$ cat src/rtl/fp64_res_pkg.sv
// Shared constants and types for the double-precision special-case resolver.
// Assumes binary64 layout: sign at the top, 11-bit exponent, 52-bit mantissa.
package fp64_res_pkg;
    localparam int FP_W   = 64;
    localparam int EXP_W  = 11;
    localparam int MAN_W  = 52;
    localparam int FLAG_W = 5;
    localparam int RM_W   = 2;
    localparam int OP_W   = 2;
    localparam int QBIT   = MAN_W - 1;

    // Flag bit positions
    localparam int FL_INV = 4;
    localparam int FL_DZ  = 3;
    localparam int FL_OVF = 2;
    localparam int FL_UNF = 1;
    localparam int FL_INX = 0;

    localparam logic [FP_W-1:0] DEF_NAN = {1'b0, {EXP_W{1'b1}}, 1'b1, {(MAN_W-1){1'b0}}};
    localparam logic [FP_W-2:0] INF_MAG = {{EXP_W{1'b1}}, {MAN_W{1'b0}}};
    localparam logic [FP_W-2:0] MAX_MAG = {{(EXP_W-1){1'b1}}, 1'b0, {MAN_W{1'b1}}};
    localparam logic [FP_W-2:0] TINY_MAG = {{(FP_W-2){1'b0}}, 1'b1};

    typedef enum logic [OP_W-1:0] {
        OPC_ADD = 2'd0,
        OPC_SUB = 2'd1,
        OPC_MUL = 2'd2,
        OPC_FMA = 2'd3
    } opc_e;

    typedef enum logic [RM_W-1:0] {
        RM_NEAR = 2'd0,
        RM_ZERO = 2'd1,
        RM_UP   = 2'd2,
        RM_DOWN = 2'd3
    } rmode_e;

    typedef struct packed {
        logic sign;
        logic is_zero;
        logic is_inf;
        logic is_qnan;
        logic is_snan;
    } fp_class_t;
endpackage

$ cat src/rtl/fp64_classify.sv
// Operand classifier: sorts one binary64 word into zero, infinity, quiet NaN,
// signaling NaN (denormals and normals count as finite nonzero).
// Assumes: purely combinational, no state.
module fp64_classify
    import fp64_res_pkg::*;
(
    input  logic [FP_W-1:0] val,
    output fp_class_t       cls
);
    logic exp_ones;
    logic exp_zero;
    logic man_zero;

    // Decode exponent and mantissa extremes into the class bits
    always_comb begin
        exp_ones    = &val[FP_W-2 -: EXP_W];
        exp_zero    = ~|val[FP_W-2 -: EXP_W];
        man_zero    = ~|val[MAN_W-1:0];
        cls.sign    = val[FP_W-1];
        cls.is_zero = exp_zero & man_zero;
        cls.is_inf  = exp_ones & man_zero;
        cls.is_qnan = exp_ones & val[QBIT];
        cls.is_snan = exp_ones & ~val[QBIT] & ~man_zero;
    end
endmodule

$ cat src/rtl/fp64_nan_pick.sv
// NaN selector: picks the result NaN by fixed operand priority and quiets it.
// Two-operand order is a then b; the fused order is a, then c, then b.
// Assumes: operand c is ignored unless is_fma is high.
module fp64_nan_pick
    import fp64_res_pkg::*;
(
    input  logic            is_fma,
    input  logic [FP_W-1:0] val_a,
    input  logic [FP_W-1:0] val_b,
    input  logic [FP_W-1:0] val_c,
    input  fp_class_t       cls_a,
    input  fp_class_t       cls_b,
    input  fp_class_t       cls_c,
    output logic            nan_any,
    output logic            snan_any,
    output logic [FP_W-1:0] nan_res
);
    localparam int NCAND = 3;

    logic [FP_W-1:0] cand_val [NCAND];
    logic            cand_nan [NCAND];
    logic            cand_sig [NCAND];

    // Arrange candidates in priority order, highest first
    always_comb begin
        cand_val[0] = val_a;
        cand_nan[0] = cls_a.is_qnan | cls_a.is_snan;
        cand_sig[0] = cls_a.is_snan;
        cand_val[1] = is_fma ? val_c : val_b;
        cand_nan[1] = is_fma ? (cls_c.is_qnan | cls_c.is_snan) : (cls_b.is_qnan | cls_b.is_snan);
        cand_sig[1] = is_fma ? cls_c.is_snan : cls_b.is_snan;
        cand_val[2] = val_b;
        cand_nan[2] = is_fma & (cls_b.is_qnan | cls_b.is_snan);
        cand_sig[2] = is_fma & cls_b.is_snan;
    end

    // Scan from lowest to highest priority so the first NaN in order wins
    always_comb begin
        nan_any  = 1'b0;
        snan_any = 1'b0;
        nan_res  = '0;
        for (int i = NCAND - 1; i >= 0; i--) begin
            if (cand_nan[i]) begin
                nan_any = 1'b1;
                nan_res = cand_val[i] | (FP_W'(1) << QBIT);
            end
            snan_any = snan_any | cand_sig[i];
        end
    end
endmodule

$ cat src/rtl/fp64_inf_pick.sv
// Infinity resolver for operands free of NaNs: infinity sums, infinite
// products and infinity-times-zero.
// Assumes: NaN cases are handled upstream and take priority over this.
module fp64_inf_pick
    import fp64_res_pkg::*;
(
    input  opc_e            op,
    input  logic [FP_W-1:0] val_a,
    input  fp_class_t       cls_a,
    input  fp_class_t       cls_b,
    input  fp_class_t       cls_c,
    output logic            hit,
    output logic            invalid,
    output logic            fma_prod_inv,
    output logic [FP_W-1:0] res
);
    logic b_sign_eff;
    logic mul_inv;
    logic mul_inf;
    logic prod_inf;
    logic prod_sign;

    // Product terms for mul (a*b) and for the fused product (b*c)
    always_comb begin
        b_sign_eff   = cls_b.sign ^ (op == OPC_SUB);
        mul_inv      = (cls_a.is_inf & cls_b.is_zero) | (cls_a.is_zero & cls_b.is_inf);
        mul_inf      = cls_a.is_inf | cls_b.is_inf;
        fma_prod_inv = (op == OPC_FMA) &
                       ((cls_b.is_inf & cls_c.is_zero) | (cls_b.is_zero & cls_c.is_inf));
        prod_inf     = cls_b.is_inf | cls_c.is_inf;
        prod_sign    = cls_b.sign ^ cls_c.sign;
    end

    // Choose the special result per operation
    always_comb begin
        hit     = 1'b0;
        invalid = 1'b0;
        res     = '0;
        unique case (op)
            OPC_ADD, OPC_SUB: begin
                if (cls_a.is_inf && cls_b.is_inf && (cls_a.sign != b_sign_eff)) begin
                    hit = 1'b1; invalid = 1'b1; res = DEF_NAN;
                end else if (cls_a.is_inf) begin
                    hit = 1'b1; res = val_a;
                end else if (cls_b.is_inf) begin
                    hit = 1'b1; res = {b_sign_eff, INF_MAG};
                end
            end
            OPC_MUL: begin
                if (mul_inv) begin
                    hit = 1'b1; invalid = 1'b1; res = DEF_NAN;
                end else if (mul_inf) begin
                    hit = 1'b1; res = {cls_a.sign ^ cls_b.sign, INF_MAG};
                end
            end
            default: begin
                if (fma_prod_inv) begin
                    hit = 1'b1; invalid = 1'b1; res = DEF_NAN;
                end else if (prod_inf && cls_a.is_inf && (cls_a.sign != prod_sign)) begin
                    hit = 1'b1; invalid = 1'b1; res = DEF_NAN;
                end else if (prod_inf) begin
                    hit = 1'b1; res = {prod_sign, INF_MAG};
                end else if (cls_a.is_inf) begin
                    hit = 1'b1; res = val_a;
                end
            end
        endcase
    end
endmodule

$ cat src/rtl/fp64_sat_pick.sv
// Saturation selector: turns datapath overflow/underflow into the directed
// result for the rounding mode. Overflow outranks underflow if both are high.
// Assumes: only consulted when no operand special case applies.
module fp64_sat_pick
    import fp64_res_pkg::*;
(
    input  rmode_e            rm,
    input  logic              sign,
    input  logic              ovf,
    input  logic              unf,
    output logic              hit,
    output logic [FP_W-1:0]   res,
    output logic [FLAG_W-1:0] flags
);
    logic away_dir;

    // Rounding toward the sign's own infinity, or nearest on overflow
    always_comb begin
        away_dir = sign ? (rm == RM_DOWN) : (rm == RM_UP);
        hit   = ovf | unf;
        res   = '0;
        flags = '0;
        if (ovf) begin
            res = {sign, (away_dir || rm == RM_NEAR) ? INF_MAG : MAX_MAG};
            flags[FL_OVF] = 1'b1;
            flags[FL_INX] = 1'b1;
        end else if (unf) begin
            res = {sign, away_dir ? TINY_MAG : {(FP_W-1){1'b0}}};
            flags[FL_UNF] = 1'b1;
            flags[FL_INX] = 1'b1;
        end
    end
endmodule

$ cat src/rtl/fp64_special_resolver.sv
// Top of the special-case resolver. Classifies up to three operands, merges
// the NaN, infinity and saturation decisions by priority, and registers the
// outcome one cycle after each in_valid pulse.
// Assumes: in_valid is a single-cycle pulse per request; c used only by fused op.
module fp64_special_resolver
    import fp64_res_pkg::*;
(
    input  logic              clk,
    input  logic              rst_n,
    input  logic              in_valid,
    input  logic [OP_W-1:0]   op,
    input  logic [FP_W-1:0]   opnd_a,
    input  logic [FP_W-1:0]   opnd_b,
    input  logic [FP_W-1:0]   opnd_c,
    input  logic [RM_W-1:0]   rnd_mode,
    input  logic              dp_ovf,
    input  logic              dp_unf,
    input  logic              dp_sign,
    output logic              out_valid,
    output logic              out_bypass,
    output logic [FP_W-1:0]   out_result,
    output logic [FLAG_W-1:0] out_flags
);
    localparam int NOPND = 3;

    opc_e              opc;
    logic [FP_W-1:0]   opnd [NOPND];
    fp_class_t         cls  [NOPND];

    logic              nan_any, snan_any;
    logic [FP_W-1:0]   nan_res;
    logic              inf_hit, inf_inv, prod_inv;
    logic [FP_W-1:0]   inf_res;
    logic              sat_hit;
    logic [FP_W-1:0]   sat_res;
    logic [FLAG_W-1:0] sat_flags;

    logic              nx_bypass;
    logic [FP_W-1:0]   nx_result;
    logic [FLAG_W-1:0] nx_flags;

    // Gather operands into an indexable array
    always_comb begin
        opc     = opc_e'(op);
        opnd[0] = opnd_a;
        opnd[1] = opnd_b;
        opnd[2] = opnd_c;
    end

    for (genvar g = 0; g < NOPND; g++) begin : g_cls
        fp64_classify u_cls (.val(opnd[g]), .cls(cls[g]));
    end

    fp64_nan_pick u_nan (
        .is_fma  (opc == OPC_FMA),
        .val_a   (opnd[0]),
        .val_b   (opnd[1]),
        .val_c   (opnd[2]),
        .cls_a   (cls[0]),
        .cls_b   (cls[1]),
        .cls_c   (cls[2]),
        .nan_any (nan_any),
        .snan_any(snan_any),
        .nan_res (nan_res)
    );

    fp64_inf_pick u_inf (
        .op          (opc),
        .val_a       (opnd[0]),
        .cls_a       (cls[0]),
        .cls_b       (cls[1]),
        .cls_c       (cls[2]),
        .hit         (inf_hit),
        .invalid     (inf_inv),
        .fma_prod_inv(prod_inv),
        .res         (inf_res)
    );

    fp64_sat_pick u_sat (
        .rm   (rmode_e'(rnd_mode)),
        .sign (dp_sign),
        .ovf  (dp_ovf),
        .unf  (dp_unf),
        .hit  (sat_hit),
        .res  (sat_res),
        .flags(sat_flags)
    );

    // Priority merge: NaN, then infinity rules, then datapath saturation
    always_comb begin
        nx_bypass = 1'b0;
        nx_result = '0;
        nx_flags  = '0;
        if (nan_any) begin
            nx_bypass        = 1'b1;
            nx_result        = nan_res;
            nx_flags[FL_INV] = snan_any | prod_inv;
        end else if (inf_hit) begin
            nx_bypass        = 1'b1;
            nx_result        = inf_res;
            nx_flags[FL_INV] = inf_inv;
        end else if (sat_hit) begin
            nx_bypass = 1'b1;
            nx_result = sat_res;
            nx_flags  = sat_flags;
        end
    end

    // Output register: capture on each request, hold otherwise
    always_ff @(posedge clk) begin
        if (!rst_n) begin
            out_valid  <= 1'b0;
            out_bypass <= 1'b0;
            out_result <= '0;
            out_flags  <= '0;
        end else begin
            out_valid <= in_valid;
            if (in_valid) begin
                out_bypass <= nx_bypass;
                out_result <= nx_result;
                out_flags  <= nx_flags;
            end
        end
    end


    valid_delay_chk: assert property (@(posedge clk) disable iff (!rst_n)
        in_valid |=> out_valid);

    hold_chk: assert property (@(posedge clk) disable iff (!rst_n)
        !in_valid |=> ($stable(out_result) && $stable(out_flags) && !out_valid));

    nan_quiet_chk: assert property (@(posedge clk) disable iff (!rst_n)
        (in_valid && nan_any) |-> (nan_res[QBIT] && (&nan_res[FP_W-2 -: EXP_W])));

    invalid_bypass_chk: assert property (@(posedge clk) disable iff (!rst_n)
        (out_valid && out_flags[FL_INV]) |-> out_bypass);

    ovf_sat_chk: assert property (@(posedge clk) disable iff (!rst_n)
        (out_valid && out_flags[FL_OVF]) |->
        (out_result[FP_W-2:0] == INF_MAG || out_result[FP_W-2:0] == MAX_MAG));

    idle_zero_chk: assert property (@(posedge clk) disable iff (!rst_n)
        (out_valid && !out_bypass) |-> (out_result == '0 && out_flags == '0));

    special_first_chk: assert property (@(posedge clk) disable iff (!rst_n)
        (in_valid && (nan_any || inf_hit)) |=> (out_flags[FL_OVF] == 1'b0 && out_flags[FL_UNF] == 1'b0));
endmodule

$ cat config.mk
export PLATFORM = sky130hd
export DESIGN_NAME = fp64_special_resolver
export DESIGN_NICKNAME = d
export VERILOG_FILES = /design/src/rtl/fp64_res_pkg.sv /design/src/rtl/fp64_classify.sv /design/src/rtl/fp64_nan_pick.sv /design/src/rtl/fp64_inf_pick.sv /design/src/rtl/fp64_sat_pick.sv /design/src/rtl/fp64_special_resolver.sv
export SDC_FILE = /design/constraint.sdc
export NUM_CORES = 1
export LEC_CHECK = 0
export CORE_MARGIN = 10
export CORE_UTILIZATION = 44
export CTS_BUF_LIST = sky130_fd_sc_hd__clkbuf_2
export DETAILED_ROUTE_END_ITERATION = 10
export DONT_BUFFER_PORTS = 1
export RECOVER_POWER = 50
export SETUP_SLACK_MARGIN = 0.3
export SKIP_CTS_REPAIR_TIMING = 1
export SLEW_MARGIN = 20
export SYNTH_ARGS = -nofsm -noshare
export SYNTH_HDL_FRONTEND = slang
export SYNTH_SLANG_ARGS = --single-unit
export TNS_END_PERCENT = 30
$ cat constraint.sdc
create_clock -name clk -period 2.5 [get_ports clk]
set_input_delay 0.375 -clock clk [delete_from_list [all_inputs] [get_ports clk]]
set_output_delay 0.375 -clock clk [all_outputs]
set_load 0.005 [all_outputs]
==> out/qor.csv, run 1 <==
metric,value,unit
synth_xor_area_frac,0.0143,
gr-total-overflow,0,
startpoint,opnd_a[34],
synth_nets,733,
start_util,0.458,
synth_top_area_frac,0.327,
finish.net_count,755,
cts.root.buffer_cell,clkbuf_2,
r2r-end,out_result[42]$_SDFFE_PN0P_,
cp_max_fo,30,
wl_per_cell,30.9,um
synthMuxAreaShare,0,
reg2reg_slack,1.62,ns
num_antenna_cells,0,
htree_levels,3,
antenna_left,0,
ys_seq_area_frac,0.327,
setup_violations,0,
syn_to_final_growth,19.3,%
cts_sinks,70,
syn_inst,531,
num_rows,35,
ios,273,
slew_viol_final,0,
clkSlewWorstSetupHoldPaths,0.20,ns
cpMaxStageDelayCell,nor4_1,
die-area,0.0141,mm2
drc,0,
hold_slack,0.0480,ns
dp_hpwl,16.6,mm
grt_setup_unrepaired,true,
die_y,119,um
irDropWorstVdd,0.322,mV
final_hold_viol_count,0,
dp_cells,663,
max_cap_violations,0,
ys_seq_elements,70,
yosysTopAreaCell,dfxtp_1,
layout_min_cycle_time,2.31,ns
hold_path_class,input port to flip-flop,
synth_top_family_by_area,compound AO/OA/AOI/OAI gates,
synthArstFlopShare,0,
fmax,0.434,GHz
cp-end-kind,flip-flop,
run_status,"complete, no violations",
power_density,426,mW/mm2
route.vias.total,4952,
grt_use_total,0.272,
synth.avg_cell_area,8.08,um2
max_stage_delay,0.58,ns
core-area,0.00937,mm2
synth_cell_types,53,
cp_data_arrival_time,2.75,ns
drt_iter0_drc,621,
power_leakage,1.69,nW
grt_pass1_vias,4773,
crit_type,input port to flip-flop,
dr.pass1.iters,5,
io_buffers,0,
synth_area_leaders,"dfxtp_1, o21ai_0, nor4_1",
insertion_delay,0.50,ns
antenna_found_initial,0,
drive_gt1_frac,0.186,
reg2regPathDepth,2,
crit_end,out_result[27]$_SDFFE_PN0P_,
path_cells,nor4_1 -> nand3_1 -> nor4_4 -> buf_6 -> nor2_4 -> or3_4 -> o41a_1 -> buf_12 -> a21oi_2,
ys.flop_type,dfxtp_1,
min_period_over_period,0.923,
cts_tree,done,
tightestPinTransition,0.752,ns
final_util,0.546,
synthesis.area,0.00429,mm2
synth_compound_area_frac,0.373,
synth-edff-count,0,
regToRegStartpoint,out_result[42]$_SDFFE_PN0P_,
synthAdderAreaFrac,0,
max-slew-margin-rel,0.494,
worstPathRequired,2.94,ns
synth-simple-area-share,0.231,
fin_skew,0,ns
vias_per_cell,7.21,
die_w,119,um
instances_no_fill,687,
grt_pass1_wl,30.4,mm
gp_congestion,0.845,
cp-start-kind,input port,
routed_wirelength,21.2,mm
cts_buffers,9,
fill_cells,907,
yosys_warnings,0,
cts_buffer_depth,2,
finalPower,0.00218,W
grt_max_degree,90,
layout make-up:
type | instances | area [um2] | area share
repair buffers | 56 | 523 | 0.102
multi-input cells | 404 | 2870 | 0.561
inverters | 12 | 45.0 | 0.00881
clock buffers | 9 | 45.0 | 0.00881
flip-flops and latches | 70 | 1400 | 0.274
clock inverters | 7 | 71.3 | 0.0139
well taps | 129 | 161 | 0.0316
cell families after synthesis:
group,after synthesis
other cells,1
flops,70
buf+inv,57
xor+xnor,7
simple gates,171
compound gates,225
through the flow:
step	setup slack [ns]	cell area [um2]	setup TNS, ns
after global routing	0.235	5110	0
after detailed placement	-0.684	4790	-29.59
after CTS	-0.130	4900	-0.130
after floorplan	0.0134	4390	0
final	0.194	5110	0
after global placement	-0.656	4790	-28.58
synth_stat cells (4+ instances only):
cell	count
nor2b_1	9
a31oi_1	6
o221a_1	10
nand3_1	14
nand2b_1	11
clkbuf_1	37
buf_2	5
nor4_1	50
nand4_1	13
nor2_1	28
nand2_1	18
inv_1	12
o22ai_1	6
o21ai_0	69
a21boi_0	8
o21a_1	6
dfxtp_1	70
a221o_1	31
a221oi_1	17
nor3_1	10
xor2_1	4
a21oi_1	35
o21ai_1	9
o31a_1	9
worst max-delay path, delay by kind of cell:
kind / cells / cell delay (ns)
AND/OR/NAND/NOR: 5 / 1.44
AO/OA/AOI/OAI: 2 / 0.55
buffers and inverters: 2 / 0.36
state kept, by name, summed over array words and instances (netlist names):
signal,cells
out_result,64
out_bypass,1
out_flags,4
out_valid,1
layout by cell type (no fill, tap or decap), types with 3 or more instances in the layout:
master and n:
o21ai_0 70, dfxtp_1 70, buf_4 41, nor4_1 34, a221o_1 31, a21oi_1 28
nor2_1 27, nand2_1 18, a221oi_1 17, nand3_1 14, nand4_1 13, inv_1 12
nor4_2 10, nand2b_1 10, o221a_1 10, nor4_4 9, nor3_1 9, nor2b_1 9
o31a_1 9, clkbuf_2 9, a21boi_0 8, o21ai_1 8, a21oi_2 7, o22ai_1 6
o21a_1 6, a31oi_1 6, dlygate4sd3_1 5, buf_12 5, xor2_1 4, xnor2_1 3
buf_6 3
worst min-delay path by stage:
stage / startpoint / to / cells past startpoint
2_1_floorplan: out_result[60]$_SDFFE_PN0P_ / out_result[60]$_SDFFE_PN0P_ / 2
3_3_place_gp: in_valid / out_result[52]$_SDFFE_PN0P_ / 1
3_5_place_dp: in_valid / out_result[52]$_SDFFE_PN0P_ / 1
4_1_cts: in_valid / out_result[52]$_SDFFE_PN0P_ / 1
5_1_grt: rst_n / out_result[27]$_SDFFE_PN0P_ / 2
6_report: rst_n / out_result[27]$_SDFFE_PN0P_ / 2
per-layer routing:
layer,global-route usage,share of wire,up-vias
met5,0,0,-
met4,0.0809,0.026,0
met3,0.134,0.15,51
li1,-,-,2163
met2,0.479,0.49,393
met1,0.278,0.33,2345
where the power goes:
part | leakage, nW | internal, W | switching, W
Clock | 0.0663 | 0.000233 | 0.000453
Sequential | 0.578 | 0.00119 | 0.0000669
Combinational | 1.04 | 0.000121 | 0.000120
Total | 1.69 | 0.00154 | 0.000640
(Power assumes the default switching activity.)
==> inputs of run 2 (changes only) <==
--- a/config.mk
+++ b/config.mk
@@ -5,10 +5,10 @@
 export SDC_FILE = /design/constraint.sdc
 export NUM_CORES = 1
 export LEC_CHECK = 0
-export CORE_MARGIN = 10
-export CORE_UTILIZATION = 44
+export CORE_AREA = 3 3 106 108
 export CTS_BUF_LIST = sky130_fd_sc_hd__clkbuf_2
 export DETAILED_ROUTE_END_ITERATION = 10
+export DIE_AREA = 0 0 109 111
 export DONT_BUFFER_PORTS = 1
 export RECOVER_POWER = 50
 export SETUP_SLACK_MARGIN = 0.3
==> run 2 against run 1 <==
First-iteration DRC count shrank 12%. Clock power grew 17%. Flip-flop and latch count is the same. Largest power group unchanged. Power grew 7.3%. Sequential power is essentially flat. Cell area grew 7.1%. Maximum frequency grew 2.9%. Utilization shrank 1.5 points. Register-to-register slack lost 0.41 ns. Critical path depth grew 1. Global-route usage grew 1.8 points.
==> out/qor.csv, run 2 (synthesis gave the netlist of run 1 again) <==
metric,value,unit,change
stdcell_area,0.00548,mm2,was 0.00511 mm2
min_from,opnd_a[44],,was rst_n
power_density,427,mW/mm2,was 426 mW/mm2
cts_sinks,70,,unchanged
cp_top_family,simple AND/OR/NAND/NOR gates,,unchanged
antenna_found_initial,0,,unchanged
cp-end-kind,flip-flop,,unchanged
final_common_cell,dfxtp_1,,
grt_use_total,0.290,,was 0.272
worstPathRequired,2.94,ns,about the same
layout_common_cells,"dfxtp_1, o21ai_0, dlygate4sd3_1, buf_4, nor4_1",,"was o21ai_0, dfxtp_1, buf_4, nor4_1, a221o_1"
layout_min_cycle_time,2.24,ns,was 2.31 ns
fin_skew,0,ns,unchanged
insertion_delay,0.52,ns,was 0.50 ns
hold_depth,2,,unchanged
grt_pass1_wl,26.7,mm,was 30.4 mm
grt_max_degree,90,,unchanged
max-slew-margin-rel,0.296,,was 0.494
antenna_left,0,,unchanged
cpMaxStageDelayCell,o41a_1,,was nor4_1
grt_setup_unrepaired,true,,unchanged
dp_hpwl,14.6,mm,was 16.6 mm
finish.net_count,798,,was 755
power_leakage,1.84,nW,was 1.69 nW
routed_wirelength,19.8,mm,was 21.2 mm
route.vias.total,5141,,was 4952
dr.pass1.iters,5,,unchanged
cp_data_arrival_time,2.69,ns,was 2.75 ns
path_common_cell,buf_4,,
slew_viol_final,0,,unchanged
largest_register_ff_count,64,,unchanged
num_rows,37,,was 35
path_buf_inv,3,,was 2
cp_max_fo,30,,unchanged
reg2reg_slack,1.21,ns,was 1.62 ns
min_period_over_period,0.897,,was 0.923
final_hold_viol_count,0,,unchanged
drive_gt1_frac,0.165,,was 0.186
die-area,0.0121,mm2,was 0.0141 mm2
cts_tree,done,,unchanged
syn_to_final_growth,27.8,%,was 19.3%
run_status,"complete, no violations",,unchanged
io_buffers,0,,unchanged
hold_path_class,input port to flip-flop,,unchanged
drt_iter0_drc,547,,was 621
num_antenna_cells,0,,unchanged
start_util,0.415,,was 0.458
hold_path_end,out_result[44]$_SDFFE_PN0P_,,was out_result[27]$_SDFFE_PN0P_
die_y,111,um,was 119 um
cp-start-kind,input port,,unchanged
irDropWorstVdd,0.251,mV,was 0.322 mV
gr-total-overflow,0,,unchanged
cts.root.buffer_cell,clkbuf_2,,unchanged
path_cells,nor4_2 -> buf_4 -> nand4_1 -> buf_4 -> nor4_4 -> nor2_4 -> or3_4 -> o41a_1 -> buf_12 -> a21oi_1,,was nor4_1 -> nand3_1 -> nor4_4 -> buf_6 -> nor2_4 -> or3_4 -> o41a_1 -> buf_12 -> a21oi_2
top_register,out_result,,unchanged
fmax,0.446,GHz,was 0.434 GHz
crit_type,input port to flip-flop,,unchanged
r2r-end,out_result[52]$_SDFFE_PN0P_,,was out_result[42]$_SDFFE_PN0P_
max_stage_delay,0.42,ns,was 0.58 ns
core-area,0.0103,mm2,was 0.00937 mm2
drc,0,,unchanged
hold_slack,0.0557,ns,was 0.0480 ns
clkSlewWorstSetupHoldPaths,0.21,ns,was 0.20 ns
setup_violations,0,,unchanged
htree_levels,3,,unchanged
ios,273,,unchanged
die_w,109,um,was 119 um
fill_cells,981,,was 907
vias_per_cell,6.98,,was 7.21
placed_cell_area,0.00480,mm2,was 0.00479 mm2
wl_per_cell,26.8,um,was 30.9 um
cts_buffers,9,,unchanged
reg2regPathDepth,3,,was 2
cts_buffer_depth,2,,unchanged
regToRegStartpoint,out_result[52]$_SDFFE_PN0P_,,was out_result[42]$_SDFFE_PN0P_
max_cap_violations,0,,unchanged
grt_pass1_vias,4752,,was 4773
gp_congestion,0.906,,was 0.845
reg_top3,"out_result (64), out_flags (4)",,unchanged
tightestPinTransition,1.05,ns,was 0.752 ns
[run 2: changes by cell type in the layout (fill, tap and decap cells not counted), moves of 2 or more]
cell | before | now
dlygate4sd3_1 | 5 | 48
buf_4 | 41 | 47
buf_6 | 3 | 0
nor4_1 | 34 | 37
nor4_4 | 9 | 6
clkinv_4 | 0 | 2
[run 2: worst max-delay path by stage]
stage,endpoint,startpoint,cells past startpoint,slack [ns]
after floorplan,out_result[13]$_SDFFE_PN0P_,opnd_a[27],8,0.01
after global placement,out_result[62]$_SDFFE_PN0P_,opnd_a[34],7,-0.32
after detailed placement,out_result[59]$_SDFFE_PN0P_,opnd_a[34],7,-0.37
after CTS,out_result[23]$_SDFFE_PN0P_,opnd_a[34],8,0.19
after global routing,out_flags[2]$_SDFFE_PN0P_,opnd_a[0],10,0.23
final,out_result[23]$_SDFFE_PN0P_,opnd_a[0],10,0.26
[run 2: layout make-up]
class | instances | area (um2) | share of cell area
Timing Repair Buffer | 99 | 913 | 0.167
Clock buffer | 10 | 50.0 | 0.00913
Sequential cell | 70 | 1400 | 0.256
Tap cell | 136 | 170 | 0.0311
Clock inverter | 6 | 93.8 | 0.0171
Multi-Input combinational cell | 404 | 2810 | 0.512
Inverter | 12 | 45.0 | 0.00822
[run 2: power breakdown]
| group | switching, W | leakage (nW) | internal, W |
|---|---|---|---|
| registers | 0.0000623 | 0.578 | 0.00119 |
| logic | 0.000124 | 1.18 | 0.000163 |
| clock network | 0.000460 | 0.0827 | 0.000342 |
[run 2: per-layer routing]
metal  vias up  share of wire  GRT usage
li1       2248              -          -
met3        53           0.11     0.0780
met4         0          0.039      0.129
met5         -              0          0
met1      2447           0.36      0.332
met2       393           0.49      0.496
[run 2: per-stage QoR]
stage	total power (W)	setup TNS (ns)	worst slack, ns	std cells	util
6_report	0.00234	0	0.257	737	0.531
3_3_place_gp	0.00146	-16.54	-0.317	673	0.465
5_1_grt	0.00245	0	0.227	737	0.531
3_5_place_dp	0.00147	-19.30	-0.365	673	0.465
2_1_floorplan	0.00143	0	0.0134	531	-
4_1_cts	0.00226	0	0.191	689	0.479
==> inputs of run 3 (changes only) <==
--- a/config.mk
+++ b/config.mk
@@ -5,10 +5,11 @@
 export SDC_FILE = /design/constraint.sdc
 export NUM_CORES = 1
 export LEC_CHECK = 0
-export CORE_AREA = 3 3 106 108
+export ABC_AREA = 1
+export CORE_MARGIN = 3
+export CORE_UTILIZATION = 44
 export CTS_BUF_LIST = sky130_fd_sc_hd__clkbuf_2
 export DETAILED_ROUTE_END_ITERATION = 10
-export DIE_AREA = 0 0 109 111
 export DONT_BUFFER_PORTS = 1
 export RECOVER_POWER = 50
 export SETUP_SLACK_MARGIN = 0.3
==> run 3 against run 2 <==
Combinational power up 26%. Sequential power about the same. First-iteration DRC count is 26% higher. Non-clock buffer count is 70 lower. Cell count increased by 68%. Hold slack got worse by 0.018 ns. Critical path type unchanged. Critical endpoint is now out_result[40]$_SDFFE_PN0P_.
==> out/qor.csv, run 3 <==
metric,value,unit,change
grt_pass1_wl,33.5,mm,was 26.7 mm
setup_tns,0,ns,unchanged
swShare,0.317,,was 0.276
final_common_cell,nand2_1,,was dfxtp_1
layout_min_cycle_time,1.77,ns,was 2.24 ns
wl_per_cell,18.3,um,was 26.8 um
ys.flop_type,dfxtp_1,,unchanged
ios,273,,unchanged
power_leakage,3.16,nW,was 1.84 nW
clkSlewWorstSetupHoldPaths,0.20,ns,was 0.21 ns
cp-end-kind,flip-flop,,unchanged
crit_cells,11,,was 10
synth-edff-count,0,,unchanged
die_y,121,um,was 111 um
antenna_found_initial,1,,was 0
route.vias.total,6715,,was 5141
power_density,365,mW/mm2,was 427 mW/mm2
synth_cell_types,33,,was 53
path_common_cell,nand2_1,,was buf_4
syn_to_final_growth,5.85,%,was 27.8%
hold_slack,0.0377,ns,was 0.0557 ns
hold_path_class,input port to flip-flop,,unchanged
start_util,0.457,,was 0.415
max_cap_violations,0,,unchanged
reg_top3,"out_result (64), out_flags (4)",,unchanged
setup_violations,0,,unchanged
fmax,0.564,GHz,was 0.446 GHz
insertion_delay,0.54,ns,was 0.52 ns
final_util,0.484,,was 0.531
synthArstFlopShare,0,,unchanged
irDropWorstVdd,0.297,mV,was 0.251 mV
stdcell_area,0.00618,mm2,was 0.00548 mm2
reg2regPathDepth,2,,was 3
cp_max_fo,20,,was 30
path_cells,nand4_1 -> nor3_2 -> nand2_2 -> nor2_2 -> nand2_1 -> buf_4 -> o21ai_0 -> nand2_1 -> nand3_1 -> nand2_1 -> inv_1,,was nor4_2 -> buf_4 -> nand4_1 -> buf_4 -> nor4_4 -> nor2_4 -> or3_4 -> o41a_1 -> buf_12 -> a21oi_1
cts_buffer_depth,2,,unchanged
htree_levels,3,,unchanged
worstPathRequired,3.01,ns,was 2.94 ns
layout_common_cells,"nand2_1, nor2_1, nand3_1, inv_1, dfxtp_1",,"was dfxtp_1, o21ai_0, dlygate4sd3_1, buf_4, nor4_1"
placed_cell_area,0.00600,mm2,was 0.00480 mm2
pwr-share-seq,0.539,,was 0.534
grt_use_total,0.295,,was 0.290
path_buf_inv,2,,was 3
pre_cts_slack,0.183,ns,was -0.365 ns
tightestPinTransition,0.643,ns,was 1.05 ns
synth.avg_cell_area,5.42,um2,was 8.08 um2
ys_seq_area_frac,0.240,,was 0.327
cts_sinks,70,,unchanged
drive_gt1_frac,0.0612,,was 0.165
cts_tree,done,,unchanged
grt_setup_unrepaired,false,,was true
run_status,"complete, no violations",,unchanged
fill_cells,1475,,was 981
routed_wirelength,22.6,mm,was 19.8 mm
syn_inst,1077,,was 531
switchingPower,0.000715,W,was 0.000647 W
max-slew-margin-rel,0.571,,was 0.296
cp-start-kind,input port,,unchanged
yosys_warnings,0,,unchanged
drt_iter0_drc,690,,was 547
dr.pass1.iters,5,,unchanged
gr-total-overflow,0,,unchanged
num_rows,41,,was 37
yosysMostFrequentCell,nand2_1,,was dfxtp_1
cp_data_arrival_time,2.28,ns,was 2.69 ns
core-area,0.0128,mm2,was 0.0103 mm2
synth_area_leaders,"nand2_1, dfxtp_1, nand3_1",,"was dfxtp_1, o21ai_0, nor4_1"
grt_pass1_vias,6062,,was 4752
antenna_left,0,,unchanged
synth_nets,1279,,was 733
finish.net_count,1259,,was 798
dp_hpwl,17.5,mm,was 14.6 mm
slew_viol_final,0,,unchanged
synth_top_cells_by_count,"nand2_1, nor2_1, nand3_1, inv_1, dfxtp_1",,"was dfxtp_1, o21ai_0, nor4_1, clkbuf_1, a21oi_1"
cp_top_family,simple AND/OR/NAND/NOR gates,,unchanged
max_stage_delay,0.41,ns,was 0.42 ns
drc,0,,unchanged
layout_setup_ws,0.727,ns,was 0.257 ns
fin_skew,0,ns,unchanged
cts_buffers,9,,unchanged
yosysTopAreaCell,nand2_1,,was dfxtp_1
internal-power,0.00154,W,was 0.00169 W
synth_top_area_frac,0.244,,was 0.327
io_buffers,0,,unchanged
die_w,121,um,was 109 um
grt_max_degree,51,,was 90
hold_depth,4,,was 2
top_register,out_result,,unchanged
min_period_over_period,0.709,,was 0.897
largest_register_ff_count,64,,unchanged
combPwrFrac,0.161,,was 0.123
die-area,0.0147,mm2,was 0.0121 mm2
gp_congestion,0.981,,was 0.906
cts.root.buffer_cell,clkbuf_2,,unchanged
ys_seq_elements,70,,unchanged
crit_type,input port to flip-flop,,unchanged
cpMaxStageDelayCell,o21ai_0,,was o41a_1
vias_per_cell,5.44,,was 6.98
synthesis.area,0.00584,mm2,was 0.00429 mm2
final_hold_viol_count,0,,unchanged
p_clk_frac,0.300,,was 0.343
run 3: cell count changes in the layout (fill, tap and decap cells not counted), moves of 26 or more:
cell and delta:
nand3_1 +119, nand2_1 +361, nor4_1 -33, nor2_1 +128, a221o_1 -31, buf_4 -26
o211ai_1 +27, inv_1 +86, dlygate4sd3_1 -44
run 3: tightest hold or removal path, delay by kind of cell:
kind                   cells  cell delay (ns)
AND/OR/NAND/NOR            3             0.16
buffers and inverters      1             0.04
run 3: layout make-up:
type / instances / area (um2) / share of cell area
well taps: 172 / 215 / 0.0348
clock buffers: 9 / 45.0 / 0.00729
multi-input cells: 846 / 3780 / 0.612
flip-flops and latches: 70 / 1400 / 0.227
clock inverters: 7 / 73.8 / 0.0119
diodes: 1 / 2.50 / 0.000405
inverters: 101 / 379 / 0.0614
repair buffers: 29 / 278 / 0.0450
run 3: kinds of logic (layout without fill, tap and decap cells):
family / count (synthesis) / after routing / share of synthesized area
compound gates: 135 / 135 / 0.133
xor+xnor: 5 / 5 / 0.00750
other cells: 1 / 2 / 0.000642
flops: 70 / 70 / 0.240
simple gates: 705 / 705 / 0.506
buf+inv: 161 / 146 / 0.113
run 3: power by group through the flow:
stage	clock network (W)	registers [W]	logic, W
after floorplan	0	0.00122	0.000297
after global placement	0	0.00124	0.000332
after global routing	0.000749	0.00122	0.000421
after detailed placement	0	0.00124	0.000336
final	0.000678	0.00122	0.000363
after CTS	0.000707	0.00122	0.000338
run 3: final timing paths:
path                            endpoint                   startpoint  slack [ns]
min reg2reg  out_result[60]$_SDFFE_PN0P_  out_result[60]$_SDFFE_PN0P_        0.50
max          out_result[40]$_SDFFE_PN0P_                   opnd_b[56]        0.73
max reg2reg  out_result[52]$_SDFFE_PN0P_  out_result[52]$_SDFFE_PN0P_        1.65
min          out_result[51]$_SDFFE_PN0P_                     in_valid        0.04
run 3: through the flow:
stage	total power (W)	cells
floorplan	0.00152	1077
global placement	0.00157	1213
detailed placement	0.00157	1213
CTS	0.00226	1229
global route	0.00239	1235
finish	0.00226	1235
run 3: routing by layer:
metal / wire, um / GRT usage
met5: 0 / 0
met4: 337 / 0.0665
met3: 2800 / 0.121
met2: 10200 / 0.463
met1: 9290 / 0.381
